**src/rtl/ts_pkg.sv**
```systemverilog
package ts_pkg;
   localparam int unsigned TS_CNT_W_DEF = 16;
   localparam int unsigned TS_SYNC_DEF  = 2;

   function automatic logic ts_is_top(input logic [63:0] v, input int unsigned w);
      logic all1;
      all1 = 1'b1;
      for (int i = 0; i < 64; i++)
         if (i < w) all1 &= v[i];
      return all1;
   endfunction
endpackage

```
**src/rtl/ts_tick_counter.sv**
```systemverilog
module ts_tick_counter #(
   parameter int unsigned CNT_W = ts_pkg::TS_CNT_W_DEF
) (
   input  logic             clk,
   input  logic             rst_n,
   input  logic             tick_i,
   input  logic             ack_i,
   output logic [CNT_W-1:0] count_o,
   output logic             irq_o,
   output logic             lost_o
);
   localparam logic [CNT_W-1:0] CNT_TOP = {CNT_W{1'b1}};

   logic wrap;
   assign wrap = tick_i && (count_o == CNT_TOP);

   always_ff @(posedge clk) begin
      if (!rst_n) begin
         count_o <= '0;
         irq_o   <= 1'b0;
         lost_o  <= 1'b0;
      end else begin
         if (tick_i) count_o <= count_o + 1'b1;
         if (wrap)       irq_o <= 1'b1;
         else if (ack_i) irq_o <= 1'b0;
         if (wrap && irq_o && !ack_i) lost_o <= 1'b1;
         else if (ack_i)              lost_o <= 1'b0;
      end
   end

   p_count_step_r1: assert property (@(posedge clk) disable iff (!rst_n)
      tick_i |=> count_o == $past(count_o) + 1'b1);
   p_count_hold_r1: assert property (@(posedge clk) disable iff (!rst_n)
      !tick_i |=> $stable(count_o));
   p_wrap_irq_r2: assert property (@(posedge clk) disable iff (!rst_n)
      wrap |=> irq_o);
   p_irq_hold_r2: assert property (@(posedge clk) disable iff (!rst_n)
      (irq_o && !ack_i) |=> irq_o);
   p_ack_clear_r3: assert property (@(posedge clk) disable iff (!rst_n)
      (ack_i && !wrap) |=> (!irq_o && !lost_o));
   p_lost_set_r4: assert property (@(posedge clk) disable iff (!rst_n)
      (wrap && irq_o && !ack_i) |=> lost_o);
endmodule

```
**src/rtl/ts_pps_edge.sv**
```systemverilog
module ts_pps_edge #(
   parameter int unsigned STAGES     = ts_pkg::TS_SYNC_DEF,
   parameter bit          ACTIVE_LOW = 1'b0
) (
   input  logic clk,
   input  logic rst_n,
   input  logic pps_i,
   output logic edge_o
);
   logic             pps_in;
   logic [STAGES-1:0] sync_q;
   logic             prev_q;

   generate
      if (ACTIVE_LOW) begin : g_inv
         assign pps_in = ~pps_i;
      end else begin : g_pass
         assign pps_in = pps_i;
      end
   endgenerate

   always_ff @(posedge clk) begin
      if (!rst_n) begin
         sync_q <= '0;
         prev_q <= 1'b0;
      end else begin
         sync_q <= {sync_q[STAGES-2:0], pps_in};
         prev_q <= sync_q[STAGES-1];
      end
   end

   assign edge_o = sync_q[STAGES-1] && !prev_q;

   p_edge_single_r6: assert property (@(posedge clk) disable iff (!rst_n)
      edge_o |=> !edge_o);
endmodule

```
**src/rtl/ts_snap_reg.sv**
```systemverilog
module ts_snap_reg #(
   parameter int unsigned W = ts_pkg::TS_CNT_W_DEF
) (
   input  logic         clk,
   input  logic         rst_n,
   input  logic         cap_i,
   input  logic [W-1:0] val_i,
   input  logic         take_i,
   output logic [W-1:0] value_o,
   output logic         valid_o,
   output logic         overrun_o
);
   always_ff @(posedge clk) begin
      if (!rst_n) begin
         value_o   <= '0;
         valid_o   <= 1'b0;
         overrun_o <= 1'b0;
      end else begin
         if (cap_i) value_o <= val_i;
         if (cap_i)       valid_o <= 1'b1;
         else if (take_i) valid_o <= 1'b0;
         if (take_i)                overrun_o <= 1'b0;
         else if (cap_i && valid_o) overrun_o <= 1'b1;
      end
   end

   p_cap_valid_r5: assert property (@(posedge clk) disable iff (!rst_n)
      cap_i |=> (valid_o && value_o == $past(val_i)));
   p_take_clear_r8: assert property (@(posedge clk) disable iff (!rst_n)
      (take_i && !cap_i) |=> (!valid_o && !overrun_o));
   p_overrun_r9: assert property (@(posedge clk) disable iff (!rst_n)
      (cap_i && valid_o && !take_i) |=> overrun_o);
endmodule

```
**src/rtl/ts_latch_core.sv**
```systemverilog
module ts_latch_core #(
   parameter int unsigned CNT_W       = ts_pkg::TS_CNT_W_DEF,
   parameter int unsigned SYNC_STAGES = ts_pkg::TS_SYNC_DEF,
   parameter bit          PPS_LOW     = 1'b0
) (
   input  logic             clk,
   input  logic             rst_n,
   input  logic             tick_i,
   input  logic             ack_i,
   input  logic             rd_strobe_i,
   input  logic             rd_take_i,
   input  logic             pps_i,
   input  logic             pps_take_i,
   output logic [CNT_W-1:0] count_o,
   output logic             ovf_irq_o,
   output logic             ovf_lost_o,
   output logic [CNT_W-1:0] rd_value_o,
   output logic             rd_valid_o,
   output logic             rd_overrun_o,
   output logic [CNT_W-1:0] pps_value_o,
   output logic             pps_valid_o,
   output logic             pps_overrun_o
);
   generate
      if (CNT_W < 2 || CNT_W > 64) begin : g_bad_width
         $error("ts_latch_core: CNT_W must lie in 2..64");
      end
      if (SYNC_STAGES < 2) begin : g_bad_sync
         $error("ts_latch_core: SYNC_STAGES must be at least 2");
      end
   endgenerate

   logic pps_edge;
   logic rd_pend_q;
   logic rd_fire;

   ts_tick_counter #(.CNT_W(CNT_W)) u_cnt (
      .clk(clk), .rst_n(rst_n), .tick_i(tick_i), .ack_i(ack_i),
      .count_o(count_o), .irq_o(ovf_irq_o), .lost_o(ovf_lost_o));

   ts_pps_edge #(.STAGES(SYNC_STAGES), .ACTIVE_LOW(PPS_LOW)) u_edge (
      .clk(clk), .rst_n(rst_n), .pps_i(pps_i), .edge_o(pps_edge));

   // Pulse capture has priority; a clashing read is deferred by one cycle.
   always_ff @(posedge clk) begin
      if (!rst_n) rd_pend_q <= 1'b0;
      else        rd_pend_q <= rd_strobe_i && pps_edge;
   end

   assign rd_fire = (rd_strobe_i && !pps_edge) || rd_pend_q;

   ts_snap_reg #(.W(CNT_W)) u_rd (
      .clk(clk), .rst_n(rst_n), .cap_i(rd_fire), .val_i(count_o),
      .take_i(rd_take_i), .value_o(rd_value_o), .valid_o(rd_valid_o),
      .overrun_o(rd_overrun_o));

   ts_snap_reg #(.W(CNT_W)) u_pps (
      .clk(clk), .rst_n(rst_n), .cap_i(pps_edge), .val_i(count_o),
      .take_i(pps_take_i), .value_o(pps_value_o), .valid_o(pps_valid_o),
      .overrun_o(pps_overrun_o));

   p_pps_wins_r7: assert property (@(posedge clk) disable iff (!rst_n)
      (pps_edge && rd_strobe_i) |=> (pps_valid_o && rd_fire));
   p_no_dual_read_r7: assert property (@(posedge clk) disable iff (!rst_n)
      (pps_edge && rd_strobe_i && !rd_take_i) |=> (rd_valid_o == $past(rd_valid_o)));
endmodule

```
**config.mk**
```make
export PLATFORM = sky130hd
export DESIGN_NAME = ts_latch_core
export DESIGN_NICKNAME = d
export VERILOG_FILES = /design/src/rtl/ts_pkg.sv /design/src/rtl/ts_tick_counter.sv /design/src/rtl/ts_pps_edge.sv /design/src/rtl/ts_snap_reg.sv /design/src/rtl/ts_latch_core.sv
export SDC_FILE = /design/constraint.sdc
export NUM_CORES = 1
export LEC_CHECK = 0
export CAP_MARGIN = 40
export CORE_MARGIN = 5
export CORE_UTILIZATION = 50
export DETAILED_ROUTE_END_ITERATION = 8
export GPL_TIMING_DRIVEN = 0
export MAX_ROUTING_LAYER = met4
export PLACE_DENSITY = 0.82
export SYNTH_ARGS = -nofsm -noshare
export SYNTH_HDL_FRONTEND = slang
export SYNTH_HIERARCHICAL = 1
export SYNTH_SLANG_ARGS = --single-unit
```
**constraint.sdc**
```tcl
create_clock -name clk -period 3 [get_ports clk]
set_input_delay 0.6 -clock clk [delete_from_list [all_inputs] [get_ports clk]]
set_output_delay 0.6 -clock clk [all_outputs]
set_load 0.05 [all_outputs]
```
==> results.py, run 1 <==
metrics = {
    "status": {
        "status": "finished clean",
    },
    "route": {
        "route.detailed.drc": 0,
        "firstDrtPassIters": 4,
        "wire_per_inst_um": 15.1,
        "dr_total_vias": 1771,
        "viasPerCell": 5.18,
        "drtIter0Drc": 99,
        "drtAntennaViolNets": 0,
        "routed_wirelength_um": 5170,
    },
    "setup_path": {
        "cpLargestDelayFamily": "buffers and inverters",
        "cp-startpoint": "u_cnt/count_o[4]",
        "worst_setup_path_end_kind": "output port",
        "r2r_start": "u_cnt/count_o[7]",
        "worstSetupPathType": "reg -> out",
        "cp_slowest_cell": "clkdlybuf4s50_1",
        "max_stage_delay_ps": 890,
        "critPathMaxFanout": 7,
        "crit_buf_inv": 1,
        "worstPathCellList": "clkdlybuf4s50_1",
        "crit_arrival_ps": 1750,
        "worstPathRequired_ps": 2400,
        "startpoint_type": "register",
    },
    "cts": {
        "clock_latency_ps": 330,
        "cts_sinks": 58,
        "numCtsBuffers": 9,
        "cts_tree": "built",
        "cts_hold_buffers": 0,
        "cts_setup_buffers": 0,
        "htreeDepth": 3,
        "root_buffer": "clkbuf_8",
        "ctsLongestPathBuffers": 2,
        "cts_resized": 0,
        "clkTransAtPathRegs_ps": 50,
    },
    "synth": {
        "syn_area_um2": 2350,
        "syn_avg_cell_area_um2": 10.9,
        "synthArstFlopShare": 0,
        "syn_inst": 215,
        "ys_seq_area_frac": 0.494,
        "yosys_most_used_dff": "dfxtp_1",
        "synth_edf_count": 0,
        "ys.warnings.count": 6,
        "ys_types": 36,
        "ys_ff_latch": 58,
        "mappedNetlistNets": 224,
    },
    "sta": {
        "totalNegativeSetupSlack_ps": 0,
        "finalHoldViolations": 0,
        "rsz0062_at_grt": "false",
        "finalSetupViolCount": 0,
        "min_period_over_period": 0.783,
        "slew_violations": 0,
        "fin_skew_ps": 5.82,
        "max_clock_freq_mhz": 426,
        "worst_pin_slew_ps": 691,
        "max_slew_margin": 0.538,
        "fin_crit_ps": 2350,
    },
    "finish": {
        "diodes": 0,
        "final_layout_size_suffix_gt1_frac": 0.0903,
        "fin_nets": 295,
        "utilization": 0.686,
        "area_delta_synth_final_pct": 35.2,
        "final_cell_mix": "60 x clkdlybuf4s50_1, 58 x dfxtp_1, 37 x nor2b_1",
        "final_common_cell": "clkdlybuf4s50_1",
    },
    "global_route": {
        "grt_pass1_vias": 1850,
        "grt_pass1_wl_um": 8860,
        "grt_max_degree": 26,
        "gr-usage-all-layers": 0.189,
        "antenna_found_initial": 0,
        "grt_remaining_overflow": 0,
    },
    "die": {
        "io_pins": 62,
        "core_um2": 4630,
        "rows": 25,
        "die_x_um": 78.6,
        "die_area_um2": 6170,
        "start_util": 0.508,
        "fp.dieH_um": 78.6,
    },
    "pwr": {
        "ir_worst_vdd_v": 0.000353,
        "p_per_area_nw_per_um2": 473,
        "p_leak_nw": 1.15,
    },
    "flow_run": {
        "drv_cap": 0,
    },
    "worst_hold_path": {
        "hp-start": "u_edge/sync_q[0]",
        "hold_class": "reg -> reg",
    },
    "placement": {
        "place_congestion": 0.785,
        "hpwl_um": 3520,
        "io_buffers": 60,
    },
}
Yosys cell counts, types with 2 or more instances:
master	number	share of area
nor3_1	5	0.011
a21boi_1	2	0.0064
clkbuf_1	4	0.0064
xnor2_1	4	0.015
nor3b_2	2	0.011
a21oi_2	2	0.0075
dfxtp_1	58	0.49
mux2i_1	33	0.14
o21ai_0	4	0.0085
nor2b_1	37	0.098
buf_12	2	0.017
nand4_1	3	0.0080
buf_6	2	0.0096
inv_1	3	0.0048
and2_1	13	0.035
xor2_1	6	0.022
nand3_1	4	0.0085
nor4_1	3	0.0080
o21a_1	3	0.0096
nand2_1	9	0.014
sequential cells by signal, summed over array words and instances, names as in the netlist:
signal and count:
u_pps/valid_o 1, u_cnt/irq_o 1, u_pps/overrun_o 1, u_rd/valid_o 1, u_cnt/lost_o 1, u_rd/overrun_o 1, u_edge/prev_q 1, u_pps/value_o 16
u_cnt/count_o 16, u_edge/sync_q 2, rd_pend_q 1, u_rd/value_o 16
path summary, 6_finish.rpt:
path / to / slack (ps) / cells past startpoint
setup / recovery: count_o[4] / 650 / 1
hold / removal: u_edge/sync_q[1] / 430 / 1
setup reg to reg: u_cnt/count_o[15] / 1030 / 4
hold reg to reg: u_edge/sync_q[1] / 430 / 1
metal layers:
| layer | vias to the layer above | GRT usage | wire length [um] |
|---|---|---|---|
| li1 | 874 | - | - |
| met1 | 834 | 0.229 | 2390 |
| met2 | 55 | 0.278 | 2280 |
| met3 | 8 | 0.0757 | 422 |
| met5 | - | - | 0 |
| met4 | 0 | 0.0857 | 75 |
through the flow:
step / instances / power (W) / hold WS (ps) / cell area, um^2 / setup slack (ps)
floorplan: 215 / 0.000885 / 406 / 2350 / 886
global placement: 329 / 0.000921 / 409 / 3020 / 753
detailed placement: 329 / 0.000923 / 417 / 3020 / 747
CTS: 342 / 0.00152 / 431 / 3180 / 641
global route: 342 / 0.00157 / 465 / 3180 / 589
finish: 342 / 0.00150 / 429 / 3180 / 652
power by group:
group / switching [W] / internal [W]
clock: 0.000267 / 0.000332
combinational: 0.0000616 / 0.0000543
sequential: 0.00000941 / 0.000779
total: 0.000338 / 0.00117
cell families after synthesis:
kind of cell | after synthesis | synth area share
AND/OR/NAND/NOR | 86 | 0.236
XOR/XNOR | 10 | 0.0373
buffers and inverters | 12 | 0.0410
flip-flops | 58 | 0.494
adder cells (fa/ha/maj) | 1 | 0.00532
AO/OA/AOI/OAI | 15 | 0.0458
multiplexers | 33 | 0.141
final cells by class:
type	instances	area [um^2]
clock buffers	13	159
well taps	54	67.6
plain buffers	9	85.1
multi-input cells	145	1090
fillers	365	1450
repair buffers	60	601
flip-flops and latches	58	1160
inverters	3	11.3
Note: power is estimated with default switching activity, not from simulation.
==> run 2: changes to the inputs <==
--- a/config.mk
+++ b/config.mk
@@ -7,11 +7,11 @@
 export LEC_CHECK = 0
 export CAP_MARGIN = 40
 export CORE_MARGIN = 5
-export CORE_UTILIZATION = 50
+export CORE_UTILIZATION = 43
 export DETAILED_ROUTE_END_ITERATION = 8
 export GPL_TIMING_DRIVEN = 0
 export MAX_ROUTING_LAYER = met4
-export PLACE_DENSITY = 0.82
+export PLACE_DENSITY = 0.75
 export SYNTH_ARGS = -nofsm -noshare
 export SYNTH_HDL_FRONTEND = slang
 export SYNTH_HIERARCHICAL = 1
==> constraint.sdc (replaced) <==
create_clock -name clk -period 1.9 [get_ports clk]
set_input_delay 0.38 -clock clk [delete_from_list [all_inputs] [get_ports clk]]
set_output_delay 0.38 -clock clk [all_outputs]
set_load 0.05 [all_outputs]
==> run 2 against run 1 <==
Register-to-register slack worse by 900 ps. Clock skew barely moved. Critical path depth is the same. Cell count is 6.1% higher. Highest routed layer unchanged. Die area rose by 14%. Clock power rose by 77%. Largest cell class unchanged.
==> results.py, run 2 (synthesis gave the netlist of run 1 again) <==
metrics = {
    "sta": {
        "totalNegativeSetupSlack_ps": 0,
        "max_clock_freq_mhz": 541,
        "min_period_over_period": 0.972,
        "whs_ps": 425,
        "setup_ws_ps": 52.4,
        "fin_skew_ps": 5.56,
        "worst_pin_slew_ps": 784,
        "finalHoldViolations": 0,
        "max_slew_margin": 0.477,
        "rsz0062_at_grt": "false",
        "slew_violations": 0,
        "fin_crit_ps": 1850,
        "finalSetupViolCount": 0,
    },
    "setup_path": {
        "r2r_cells": 4,
        "regToRegEndpoint": "u_cnt/count_o[15]",
        "cpLargestDelayFamily": "buffers and inverters",
        "crit_buf_inv": 1,
        "r2r_slack_ps": 130,
        "critPathMaxFanout": 2,
        "r2r_start": "u_cnt/count_o[7]",
        "worstPathCellList": "clkdlybuf4s50_1",
        "worstSetupPathType": "reg -> out",
        "worst_setup_path_end_kind": "output port",
        "crit_arrival_ps": 1470,
        "startpoint_type": "register",
        "cp_slowest_cell": "clkdlybuf4s50_1",
        "worstPathRequired_ps": 1520,
        "max_stage_delay_ps": 800,
    },
    "route": {
        "viasPerCell": 4.79,
        "drtAntennaViolNets": 0,
        "route.detailed.drc": 0,
        "wire_per_inst_um": 13.8,
        "drtIter0Drc": 51,
        "routed_wirelength_um": 5020,
        "dr_total_vias": 1740,
        "firstDrtPassIters": 6,
    },
    "finish": {
        "regArea_um2": 1170,
        "diodes": 0,
        "final_cells": 363,
        "area_delta_synth_final_pct": 38.6,
        "final_layout_size_suffix_gt1_frac": 0.131,
        "num-fill-cells": 486,
        "final_common_cell": "dfxtp_1",
        "multi_input_area_um2": 1090,
        "utilization": 0.603,
        "fin_nets": 295,
        "final_cell_mix": "51 x dfxtp_1, 37 x nor2b_1, 33 x mux2i_1",
        "largestRegisters": "u_cnt/count_o (16), u_pps/value_o (16), u_rd/value_o (16)",
    },
    "worst_hold_path": {
        "holdPathStages": 1,
        "hold_class": "reg -> reg",
        "whs_endpoint": "u_edge/sync_q[1]",
        "hp-start": "u_edge/sync_q[0]",
    },
    "global_route": {
        "grt_pass1_wl_um": 8590,
        "gr-usage-all-layers": 0.155,
        "antenna_found_initial": 0,
        "grt_max_degree": 26,
        "grt_remaining_overflow": 0,
        "grt_pass1_vias": 1766,
    },
    "die": {
        "core_um2": 5410,
        "fp.dieH_um": 83.9,
        "die_area_um2": 7050,
        "die_x_um": 83.9,
        "start_util": 0.435,
        "rows": 27,
        "io_pins": 62,
    },
    "cts": {
        "ctsLongestPathBuffers": 2,
        "cts_tree": "built",
        "clkTransAtPathRegs_ps": 60,
        "cts_sinks": 58,
        "clock_latency_ps": 330,
        "root_buffer": "clkbuf_8",
        "numCtsBuffers": 9,
        "cts_hold_buffers": 0,
        "htreeDepth": 3,
        "cts_setup_buffers": 0,
    },
    "placement": {
        "io_buffers": 60,
        "place_congestion": 0.817,
        "dpl.cell_count": 347,
        "post-place-ws_ps": -270,
        "hpwl_um": 3450,
    },
    "flow_run": {
        "drv_cap": 0,
    },
    "status": {
        "status": "finished clean",
    },
    "pwr": {
        "p_leak_nw": 1.61,
        "ir_worst_vdd_v": 0.000568,
        "p_per_area_nw_per_um2": 761,
    },
}
run 2: changes by cell type in the layout (fill, tap and decap cells not counted), sizes merged:
cell / previous run / this run
clkdlybuf4s50: 60 / 22
bufinv: 0 / 1
clkbuf: 17 / 13
dlymetal6s2s: 0 / 19
clkinv: 0 / 6
dlygate4sd2: 0 / 19
run 2: how the worst max path moves through the flow:
| stage | from | end | depth (start not counted) |
|---|---|---|---|
| 2_1_floorplan | u_cnt/count_o[12] | u_cnt/count_o[15] | 4 |
| 4_1_cts | u_rd/overrun_o | rd_overrun_o | 1 |
| 3_5_place_dp | rst_n | u_cnt/count_o[5] | 3 |
| 3_3_place_gp | rst_n | u_cnt/count_o[11] | 4 |
| 5_1_grt | u_pps/value_o[6] | pps_value_o[6] | 1 |
| 6_report | u_pps/value_o[10] | pps_value_o[10] | 1 |
run 2: metrics by stage:
stage	total power [W]	area [um^2]
finish	0.00248	3260
global placement	0.00146	3050
detailed placement	0.00146	3050
CTS	0.00251	3210
floorplan	0.00140	2360
global route	0.00260	3260
run 2: cell type report:
| class | count | share of cell area |
|---|---|---|
| flip-flops and latches | 58 | 0.359 |
| multi-input cells | 145 | 0.336 |
| repair buffers | 60 | 0.192 |
| clock buffers | 9 | 0.0380 |
| well taps | 72 | 0.0276 |
| plain buffers | 9 | 0.0261 |
| clock inverters | 7 | 0.0184 |
| inverters | 3 | 0.00346 |
run 2: report_power, final:
part           total (W)  internal (W)  switching [W]
combinational   0.000180     0.0000807      0.0000988
clock            0.00106      0.000590       0.000465
sequential       0.00124       0.00123      0.0000148
total            0.00248       0.00190       0.000578
run 2: layer usage:
metal | share of wire | routed length (um) | track usage
met5 | 0 | 0 | -
met3 | 0.061 | 304 | 0.0523
met2 | 0.45 | 2250 | 0.229
met1 | 0.47 | 2370 | 0.193
met4 | 0.018 | 89 | 0.0614
run 2: repair_timing:
item,4_1_cts,5_1_grt
pin swaps,0,0
setup endpoints to repair,19,19
gates resized for setup,19,19
==> run 3: changes to the inputs <==
--- a/config.mk
+++ b/config.mk
@@ -6,12 +6,13 @@
 export NUM_CORES = 1
 export LEC_CHECK = 0
 export CAP_MARGIN = 40
-export CORE_MARGIN = 5
+export CORE_MARGIN = 10
 export CORE_UTILIZATION = 43
 export DETAILED_ROUTE_END_ITERATION = 8
 export GPL_TIMING_DRIVEN = 0
 export MAX_ROUTING_LAYER = met4
 export PLACE_DENSITY = 0.75
+export SLEW_MARGIN = 20
 export SYNTH_ARGS = -nofsm -noshare
 export SYNTH_HDL_FRONTEND = slang
 export SYNTH_HIERARCHICAL = 1
==> run 3 against run 2 <==
Setup slack got worse by 18 ps. Core utilization is 3.0 points higher. Die area grew 25%. Clock-buffer cell count up 1. Maximum frequency down 0.97%. Sequential power about the same. Critical path depth did not move. Largest power group is now the clock network. Non-clock buffer count stayed put. Critical endpoint is now rd_overrun_o. Combinational power about the same. Highest routed layer unchanged.
==> results.py, run 3 (synthesis gave the netlist of run 1 again) <==
metrics = {
    "route": {
        "viasPerCell": 4.82,
        "drtIter0Drc": 69,
        "dr_total_vias": 1739,
        "wire_per_inst_um": 15.3,
        "drtAntennaViolNets": 0,
        "route.detailed.drc": 0,
        "firstDrtPassIters": 4,
        "routed_wirelength_um": 5520,
    },
    "finish": {
        "diodes": 0,
        "final_common_cell": "dfxtp_1",
        "num-fill-cells": 443,
        "fin_nets": 295,
        "largestRegisters": "u_cnt/count_o (16), u_pps/value_o (16), u_rd/value_o (16)",
        "regArea_um2": 1170,
        "utilization": 0.633,
        "area_delta_synth_final_pct": 40.1,
        "final_cell_mix": "51 x dfxtp_1, 37 x nor2b_1, 33 x mux2i_1",
        "final_layout_size_suffix_gt1_frac": 0.127,
        "multi_input_area_um2": 1090,
    },
    "global_route": {
        "grt_remaining_overflow": 0,
        "antenna_found_initial": 0,
        "grt_max_degree": 26,
        "gr-usage-all-layers": 0.132,
        "grt_pass1_wl_um": 8910,
        "met3_usage": 0.0600,
        "grt_pass1_vias": 1732,
        "use_met1": 0.152,
        "busiest_layer": "met2",
        "met2_usage": 0.191,
    },
    "pwr": {
        "p_leak_nw": 1.56,
        "p_per_area_nw_per_um2": 844,
        "ir_worst_vdd_v": 0.000509,
    },
    "status": {
        "status": "finished clean",
    },
    "sta": {
        "slew_violations": 0,
        "max_clock_freq_mhz": 536,
        "worst_pin_slew_ps": 746,
        "fin_crit_ps": 1870,
        "finalSetupViolCount": 0,
        "min_period_over_period": 0.982,
        "rsz0062_at_grt": "false",
        "finalHoldViolations": 0,
        "totalNegativeSetupSlack_ps": 0,
        "max_slew_margin": 0.502,
        "fin_skew_ps": 5.32,
    },
    "setup_path": {
        "critPathMaxFanout": 2,
        "cp-startpoint": "u_rd/overrun_o",
        "startpoint_type": "register",
        "r2r_cells": 4,
        "crit_buf_inv": 1,
        "worstPathRequired_ps": 1520,
        "cp_slowest_cell": "clkdlybuf4s50_1",
        "max_stage_delay_ps": 810,
        "cpLargestDelayFamily": "buffers and inverters",
        "crit_arrival_ps": 1490,
        "worstPathCellList": "clkdlybuf4s50_1",
        "worst_setup_path_end_kind": "output port",
        "worstSetupPathType": "reg -> out",
        "r2r_start": "u_cnt/count_o[4]",
        "cp.depth": 1,
    },
    "cts": {
        "root_buffer": "clkbuf_8",
        "cts_tree": "built",
        "htreeDepth": 3,
        "numCtsBuffers": 9,
        "cts_hold_buffers": 0,
        "clock_latency_ps": 340,
        "ctsLongestPathBuffers": 2,
        "cts_setup_buffers": 0,
        "cts_sinks": 58,
        "clkTransAtPathRegs_ps": 70,
    },
    "die": {
        "fp.dieH_um": 93.9,
        "core_um2": 5200,
        "die_area_um2": 8820,
        "die_x_um": 93.9,
        "io_pins": 62,
        "start_util": 0.452,
        "rows": 26,
    },
    "worst_hold_path": {
        "hold_class": "in -> reg",
        "hp-start": "tick_i",
        "holdPathStages": 3,
    },
    "placement": {
        "io_buffers": 60,
        "hpwl_um": 3870,
        "place_congestion": 0.749,
    },
    "flow_run": {
        "drv_cap": 0,
    },
}
## run 3: cell types whose count changed in the layout (fill, tap and decap cells not counted), sizes merged
| cell | change |
|---|---|
| clkinv | -3 |
| clkbuf | +1 |
| bufinv | +2 |
| dlygate4sd2 | +1 |
| dlymetal6s2s | -4 |
| clkdlybuf4s50 | +3 |
## run 3: final cells by class
cell class | count | area share
inverter | 3 | 0.00342
sequential | 58 | 0.355
multi-input combinational | 145 | 0.332
tap | 70 | 0.0266
timing repair buffer | 60 | 0.186
clock buffer | 10 | 0.0388
buffer | 9 | 0.0258
clock inverter | 6 | 0.0319
## run 3: repair_timing
| item | CTS | global route |
|---|---|---|
| endpoints found under the hold margin | 0 | 0 |
| setup endpoints to repair | 20 | 15 |
| gates cloned | 0 | 0 |
| gates resized for setup | 20 | 15 |
| pin swaps | 0 | 0 |
## run 3: metal layers
| layer | wire (um) | vias to the layer above | share of wire |
|---|---|---|---|
| met3 | 592 | 9 | 0.11 |
| li1 | - | 870 | - |
| met1 | 2470 | 809 | 0.45 |
| met5 | 0 | - | 0 |
| met2 | 2370 | 51 | 0.43 |
| met4 | 87 | 0 | 0.016 |
## run 3: report_power, final
group / internal [W] / leakage (nW) / switching, W
clock network: 0.000864 / 0.120 / 0.000489
logic: 0.0000806 / 0.966 / 0.0000998
registers: 0.00123 / 0.472 / 0.0000144
total: 0.00217 / 1.56 / 0.000603
## run 3: path summary, 6_finish.rpt
| check | to | slack, ps |
|---|---|---|
| worst max-delay path | rd_overrun_o | 30 |
| worst min-delay path | u_cnt/count_o[1] | 410 |
| worst max register to register | u_cnt/count_o[15] | 120 |
| worst min register to register | u_edge/sync_q[1] | 440 |
## run 3: through the flow
step	hold slack, ps	power [W]	std cells	worst slack [ps]	instance area, um^2
after detailed placement	423	0.00146	345	-249	3050
after global placement	413	0.00146	345	-163	3050
final	415	0.00278	361	34.4	3290
after CTS	405	0.00281	361	1.77	3260
after global routing	444	0.00286	361	1.38	3290
after floorplan	406	0.00140	215	38.5	2360
